File: src/rtl/operand_fetch.sv
module operand_fetch #(
  parameter int W    = 16,
  parameter int NREG = 8,
  localparam int RS  = $clog2(NREG)
) (
  input  logic          clk,
  input  logic          rst_n,
  input  logic          start,
  input  logic [3:0]    mode,
  input  logic [W-1:0]  addr_a,
  input  logic [RS-1:0] reg_sel,
  input  logic [W-1:0]  pc,
  input  logic [1:0]    ind_levels,
  input  logic          rf_we,
  input  logic [RS-1:0] rf_wsel,
  input  logic [W-1:0]  rf_wdata,
  output logic          mem_req,
  output logic [W-1:0]  mem_addr,
  input  logic [W-1:0]  mem_rdata,
  input  logic          mem_valid,
  output logic          done,
  output logic [W-1:0]  eff_addr,
  output logic [W-1:0]  operand,
  output logic          illegal
);
  localparam logic [3:0] M_IMM = 4'd0, M_DIR = 4'd1, M_IND = 4'd2, M_REG = 4'd3,
                         M_RIN = 4'd4, M_DSP = 4'd5, M_PCR = 4'd6, M_IDX = 4'd7,
                         M_PRE = 4'd8, M_PST = 4'd9;

  typedef enum logic [1:0] {S_IDLE, S_REQ, S_WAIT, S_DONE} state_t;

  state_t        st;
  logic [W-1:0]  rf [NREG];
  logic [W-1:0]  cur, xreg, eff_q, opnd_q;
  logic [1:0]    ptr_left;
  logic          post_add, inc_en, ill_q;
  logic [RS-1:0] inc_sel;

  assign mem_req  = (st == S_REQ);
  assign mem_addr = cur;
  assign done     = (st == S_DONE);
  assign illegal  = done & ill_q;
  assign eff_addr = eff_q;
  assign operand  = opnd_q;

  always_ff @(posedge clk) begin
    if (!rst_n) begin
      st       <= S_IDLE;
      cur      <= '0;
      xreg     <= '0;
      eff_q    <= '0;
      opnd_q   <= '0;
      ptr_left <= '0;
      post_add <= 1'b0;
      inc_en   <= 1'b0;
      ill_q    <= 1'b0;
      inc_sel  <= '0;
      for (int i = 0; i < NREG; i++) rf[i] <= '0;
    end else begin
      case (st)
        S_IDLE: begin
          if (rf_we) rf[rf_wsel] <= rf_wdata;
          if (start) begin
            ill_q    <= 1'b0;
            post_add <= 1'b0;
            inc_en   <= 1'b0;
            ptr_left <= '0;
            inc_sel  <= reg_sel;
            xreg     <= rf[reg_sel];
            st       <= S_REQ;
            case (mode)
              M_IMM: begin eff_q <= addr_a; opnd_q <= addr_a; st <= S_DONE; end
              M_DIR: cur <= addr_a;
              M_IND: begin
                cur      <= addr_a;
                ptr_left <= (ind_levels == 2'd0) ? 2'd1 : ind_levels;
              end
              M_REG: begin eff_q <= W'(reg_sel); opnd_q <= rf[reg_sel]; st <= S_DONE; end
              M_RIN: cur <= rf[reg_sel];
              M_DSP: cur <= addr_a + rf[reg_sel];
              M_PCR: cur <= addr_a + pc;
              M_IDX: begin cur <= addr_a + rf[reg_sel]; inc_en <= 1'b1; end
              M_PRE: begin cur <= addr_a + rf[reg_sel]; ptr_left <= 2'd1; end
              M_PST: begin cur <= addr_a; ptr_left <= 2'd1; post_add <= 1'b1; end
              default: begin eff_q <= addr_a; opnd_q <= '0; ill_q <= 1'b1; st <= S_DONE; end
            endcase
          end
        end
        S_REQ: st <= S_WAIT;
        S_WAIT: begin
          if (mem_valid) begin
            if (ptr_left != 2'd0) begin
              cur      <= mem_rdata + (post_add ? xreg : '0);
              ptr_left <= ptr_left - 2'd1;
              st       <= S_REQ;
            end else begin
              eff_q  <= cur;
              opnd_q <= mem_rdata;
              if (inc_en) rf[inc_sel] <= rf[inc_sel] + 1'b1;
              st     <= S_DONE;
            end
          end
        end
        default: st <= S_IDLE;
      endcase
    end
  end

  p_done_pulse_r11: assert property (@(posedge clk) disable iff (!rst_n)
    done |=> !done);

  p_imm_fast_r1: assert property (@(posedge clk) disable iff (!rst_n)
    (st == S_IDLE && start && mode == M_IMM) |=> (done && !mem_req && operand == $past(addr_a)));

  p_reg_fast_r4: assert property (@(posedge clk) disable iff (!rst_n)
    (st == S_IDLE && start && mode == M_REG) |=> (done && !mem_req));

  p_single_req_r10: assert property (@(posedge clk) disable iff (!rst_n)
    mem_req |=> !mem_req);

  p_wait_valid_r10: assert property (@(posedge clk) disable iff (!rst_n)
    (st == S_WAIT && !mem_valid) |=> !mem_req);

  p_illegal_code_r12: assert property (@(posedge clk) disable iff (!rst_n)
    (st == S_IDLE && start && mode > M_PST) |=> (done && illegal && !mem_req));
endmodule

File: config.mk
export PLATFORM = sky130hd
export DESIGN_NAME = operand_fetch
export DESIGN_NICKNAME = d
export VERILOG_FILES = /design/src/rtl/operand_fetch.sv
export SDC_FILE = /design/constraint.sdc
export NUM_CORES = 1
export LEC_CHECK = 0
export ABC_AREA = 1
export BUFFER_PORTS_ARGS = -buffer_cell sky130_fd_sc_hd__buf_4
export CAP_MARGIN = 20
export CORE_AREA = 2 2 226 228
export CTS_CLUSTER_SIZE = 14
export DETAILED_ROUTE_END_ITERATION = 16
export DIE_AREA = 0 0 228 230
export GPL_TIMING_DRIVEN = 0
export PLACE_DENSITY = 0.5
export SYNTH_ARGS = -nofsm -noshare
export SYNTH_HDL_FRONTEND = slang
export SYNTH_SLANG_ARGS = --single-unit
export TNS_END_PERCENT = 1
File: constraint.sdc
create_clock -name clk -period 3.44 [get_ports clk]
set_input_delay 0.344 -clock clk [delete_from_list [all_inputs] [get_ports clk]]
set_output_delay 0.344 -clock clk [all_outputs]
set_load 0.1 [all_outputs]
Yosys cells after proc, flatten, opt, wreduce, memory -nomap -nowiden
Memory sizes are Yosys's and may differ from the RTL's. A register that Yosys moved wholly into a read port is not among the register bits.
Cells that the tools add are included.
{ "word_totals": {"register_bits": 74, "ram_bits": 128, "in_bits": 81, "out_inout_bits": 51, "elab_cells": 101, "mem_count": 1} }
{ "memory_table": {"columns": ["memory", "words", "width", "rd", "rd_clocked_by_memory_dff", "write_ports", "line", "text"], "rows": [
  ["rf", 8, 16, 2, 1, 8, "33", "logic [W-1:0] rf [NREG];"]
]} }
{ "classes": {"add_sub_neg": 5, "eq_ne": 18, "muxes": 49, "n_bitwise": 1, "reduce_logical": 17} }
{ "op_table": {"columns": ["cell", "count"], "rows": [
  ["$mux 16", 12],
  ["$pmux 16 s2", 4],
  ["$pmux 16 s4", 1],
  ["$add 16x16->16", 3],
  ["$pmux 16 s3", 1],
  ["$reduce_or 16->1", 2],
  ["$add 16x1->16 const B", 1],
  ["$eq 4x3->1 const B", 4],
  ["$mux 1", 16],
  ["$mux 2", 8],
  ["$mux 3", 4],
  ["$ne 2x2->1 const B", 5],
  ["$reduce_and 5->1", 2],
  ["$reduce_or 10->1", 1],
  ["$eq 4x2->1 const B", 2],
  ["$eq 4x4->1 const B", 2],
  ["$pmux 2 s2", 2],
  ["$reduce_or 8->1", 1],
  ["$pmux 2 s3", 1],
  ["$reduce_or 3->1", 2],
  ["$ne 5x3->1 const B", 1],
  ["$eq 2x2->1 const B", 2],
  ["$eq 4x1->1 const B", 1],
  ["$logic_not 2->1", 2],
  ["8 further kinds", 10]
]} }

Depth between registers and ports, before layout
{ "logic_depth": {"ltp_word": 8, "depth_mapped": 25, "depth_no_buf": 23} }

Least setup slack after synthesis
OpenSTA, ideal clock, no wires.
{ "synth_path": {"path_kind": "input to register", "start": "input reg_sel[0]", "end": "register cur[14] (netlist: mem_addr[14])", "setup_ns": 0.109, "arrival_ns": 3.101, "required_time_ns": 3.331, "setup_slack_ns": 0.230, "path_stages": 24, "n_path_buf": 3, "cell_sequence": "clkbuf_1 -> clkbuf_1 -> clkbuf_1 -> nand2_1 -> nand2_1 -> a21oi_1 -> o21ai_0 -> nand2_1 -> o21ai_0 -> ha_1 -> inv_1 -> fa_1 -> inv_1 -> nand3_1 -> nand2_1 -> nand3_1 -> nand2_1 -> nand2_1 -> a21oi_1 -> o21ai_0 -> nand2_1 -> nand3_1 -> nand2_1 -> inv_1"} }
{ "synth_via": {"elab_chain_cells": 5} }
{ "synth_rtl": {"columns": ["item", "line", "text"], "rows": [
  ["start: declaration", "11", "input logic [RS-1:0] reg_sel,"],
  ["$mem_v2 8x16 (*)", null, null],
  ["$add 16x16->16", "80, 82, 83", null],
  ["$pmux 16 s4 (*)", "71", "case (mode)"],
  ["$mux 16 (*)", "63", "if (start) begin"],
  ["$pmux 16 s2 (*)", "60", "case (st)"],
  ["end signal: assignment", "73", "M_DIR: cur <= addr_a;"],
  ["end signal: assignment", "80", "M_DSP: cur <= addr_a + rf[reg_sel];"],
  ["end signal: assignment", "81", "M_PCR: cur <= addr_a + pc;"],
  ["end: declaration", "34", "logic [W-1:0] cur, xreg, eff_q, opnd_q;"]
]} }
Every way passes the cells marked *; elsewhere a longest branch is shown, timed or not. The select of a mux whose other input is x is not followed.
A chain may end at the register's enable or synchronous reset.

Worst setup path after layout
Same ends and word-level chain as after synthesis.

==> impl_results.md <==
* Status: complete, no violations
* Sw Share at approximately 45%
* Reg-to-reg critical path startpoint: st[1]$_SDFFE_PN0P_
* Core ar. at between 0.04 and 0.05 mm2
* Internal reg-to-reg setup slack at approximately 0.15 ns
* WL final at approximately 60000 um
* Register-to-Register Path Depth at 12
* Post-Place Cell Area at around 0.015 mm2
* Via count at about 14000
* Max_slew headroom at between 20% and 30%
* Final instance area at 0.01611 mm2
* Die width at around 230 um
* Post-Syn Nets at around 2000
* Hold Vio Cnt, Final at 0
* Vias per cell at about 5
* Slew @ Worst Pin at roughly 1.0 ns
* Register share of total power at about a third
* YS warnings at 0
* Final setup vio count at 0
* Ports at about 130
* Die H at around 230 um
* Number of global-route vias before repair at 13441
* Combinational power share at 40.5%
* Num CTS Buffers at 26
* Post-synth cell types at between 40 and 50
* Drt pass-1 iters at 6
* Row cnt at 82
* Post-synth EDFFs at around 130
* Gr usage total at between 20 and 25%
* Ys async rst share at 0%
* CTS H-Tree Depth at 1
* Clk_lat worst skew at approximately 0.59 ns
* Path type of the worst setup path: in -> reg
* Critical Path Sink Type: flop
* Sinks on Clock Net at just over 200
* Psw at ~4.4 mW
* Mapped Cells at between 1500 and 2000
* Hold_sp: ind_levels[1]
* Avg WL per Cell at between 20 and 25 um
* Root Buffer: clkbuf_16
* Worst EP arrival at 3.89 ns
* Clk buf depth at 3
* Hold depth at 3
* P_leak at roughly 7.1 nW
* Post-detail-place hpwl at around 46000 um
* Largest net degree at the start of global routing at 17
* Critical Path Source: reg_sel[0]
* First-pass GRT wire length at around 87000 um
* Initial detailed-routing violation count at ~1300
* Clock share of power at between 20% and 30%
* FMAX at 295.8 MHz
* Post-synthesis sequential area ratio at a little over 40%
* TritonCTS clock tree: done
* Port Buffers at roughly 130
* Max Slew Vio Count at 0
* Seq cells post-synth at roughly 210
* Post-CTS setup buffer count at 0
* Total grt overflow at 0
* Crit start category: input port
* Final ANT Viol Nets at 0
* Ys flop type: edfxtp_1
* Layout cells sized above 1 at between 10 and 15%
* Overall die area at approximately 0.052 mm2
* Crit-path slowest cell: fa_1
* Clk_skew at between 0.04 and 0.05 ns
* Cell mode on critical path: nand2_1
* Internal at roughly 5.4 mW
* Max incr delay on CP at around 0.39 ns
* Area of the multi-input gates at between 0.006 and 0.007 mm2
* Req. time, crit path at between 3 and 4 ns
* Pwr dens at roughly 600 mW/mm2
* Worst ir drop on vdd at approximately 0.00031 V
* Synthesized area per cell at around 7 um2
* Clock-pin slew on the worst setup and hold paths at 0.06 ns
* Layout overhead on the synthesized area at 20.96%
* NumNets Final at 2197
* Seq. cell area at approximately 0.0054 mm2
* Fin crit share at between 90% and 100%
* DRC at 0
* Finished Core Util at 32.30%
* GP Congestion at 0.9728
* Critical R2R Capture: rf[5][5]$_SDFFCE_PN0P_
* Fin crit period at ~3.4 ns
* Max_cap viols at 0
* Initial Util at a little over a quarter
* Hold WC Path Type: in -> reg
* Hold Crit Endpoint: ptr_left[1]$_SDFFE_PN0P_
* RSZ-0062 raised after global routing: true
* # fillers at 5528
* Antenna violations before repair at 1
* Maximum fanout along the worst path at 10
* Netlist Area Pre-Place at about 0.013 mm2
==> cell usage in the layout, fill, tap and decap left out, drive strengths merged, types with 4 or more instances in the layout <==
cell,synthesis,final
a21oi,154,154
edfxtp,128,128
dfxtp,77,77
clkinv,4,13
xnor2,4,4
inv,207,207
clkbuf,68,103
nor2,263,263
a21o,4,4
o21bai,4,4
ha,35,35
buf,31,165
a22oi,5,5
mux2i,4,4
or2,13,13
nand2,466,466
o211ai,41,41
a31oi,12,12
nor3,5,5
nand4,6,6
o21ai,210,210
xor2,5,5
nand3,152,152
==> synth_stat cells, types with 3 or more instances <==
master,instances,area [um2]
nand3_1,151,755.7
a31oi_1,12,75.07
xnor2_1,4,35.03
buf_1,6,22.52
nand2_1,459,1723
o211ai_1,41,307.8
clkbuf_1,68,255.2
nor2_1,258,968.4
clkinv_1,4,15.01
inv_2,8,30.03
nor3_1,5,25.02
nand2_2,7,43.79
o21ai_0,202,1011
inv_1,199,747.0
dfxtp_1,77,1541
mux2i_1,4,40.04
o31ai_1,3,22.52
buf_2,23,115.1
or2_2,13,81.33
o221ai_1,3,26.28
a22oi_1,5,37.54
nor2_2,5,31.28
edfxtp_1,128,3844
ha_1,35,437.9
xor2_1,5,43.79
a21oi_1,154,770.7
o21ai_1,7,35.03
a21o_1,4,30.03
nand4_1,6,37.54
o21bai_1,4,30.03
==> cells by family (layout without fill, tap and decap cells) <==
family                     after synthesis  count (layout)  share of synthesized area, %
muxes                                    4               4                        0.3007
DFF                                    205             205                         40.44
buffers and inverters                  310             490                         9.011
AOI/OAI and AO/OA                      442             442                         18.03
and+or+nand+nor                        911             911                         28.03
other                                    0               1                             0
xor gates and xnor gates                 9               9                        0.5920
adders and majority gates               37              37                         3.590
==> critical path: cells and delay by family <==
kind,cells,cell delay (ns)
adder cells (fa/ha/maj),2,0.60
AND/OR/NAND/NOR,13,1.31
AO/OA/AOI/OAI,4,0.61
buffers and inverters,6,0.98
==> worst max path at each step <==
stage | end | slack [ns]
final | mem_addr[14]$_SDFFE_PN0P_ | 0.06
after floorplan | mem_addr[14]$_SDFFE_PN0P_ | 0.23
after CTS | mem_addr[14]$_SDFFE_PN0P_ | -0.08
after detailed placement | mem_addr[14]$_SDFFE_PN0P_ | -1.26
after global placement | mem_addr[14]$_SDFFE_PN0P_ | -1.21
after global routing | mem_addr[14]$_SDFFE_PN0P_ | -0.17
==> stage by stage <==
stage	total power, mW	setup WS [ns]	TNS, ns	hold slack [ns]	cells
final	9.784	0.05887	0	0.1203	2771
after global routing	10.18	-0.1738	-0.5290	0.1346	2770
after CTS	9.783	-0.08480	-0.08480	0.1118	2770
after detailed placement	7.048	-1.258	-44.02	0.4381	2723
after global placement	7.023	-1.205	-48.98	0.4387	2718
after floorplan	5.801	0.2299	0	0.4300	1918
==> power by group through the flow <==
stage / Combinational, mW / Sequential [mW] / Clock [mW]
floorplan: 1.58 / 4.22 / 0
global placement: 3.90 / 3.13 / 0
detailed placement: 3.91 / 3.13 / 0
CTS: 3.93 / 3.08 / 2.77
global route: 4.22 / 3.11 / 2.85
finish: 3.96 / 3.08 / 2.74
==> what timing repair did <==
action	CTS	global route
hold buffers	0	0
gates resized for setup	25	30
endpoints found under the setup margin	126	93
==> layer usage <==
| layer | vias up | GRT usage, % | part of all wire (%) | wire length [um] |
|---|---|---|---|---|
| met4 | 0 | 8.701 | 4.1 | 2486 |
| met2 | 608 | 37.33 | 46 | 27550 |
| met3 | 110 | 3.361 | 7.1 | 4292 |
| li1 | 6695 | - | - | - |
| met1 | 6716 | 28.62 | 43 | 25720 |
| met5 | - | 0 | 0 | 0 |
==> state kept, by name, summed over array words and instances (netlist names), named ones only <==
register	count
mem_addr	16
eff_addr	16
inc_en	1
operand	16
ill_q	1
post_add	1
rf	128
xreg	16
ptr_left	2
inc_sel	3
st	2
==> cell type report <==
type	count	share of cell area, %
antenna	1	0.01554
buffer	99	2.758
clock buffer	36	4.397
clock inverter	11	0.7768
inverter	211	4.925
multi-input combinational	1403	42.15
sequential	205	33.43
tap	672	5.220
timing repair buffer	133	6.323
Power figures use the tool's default switching activity.
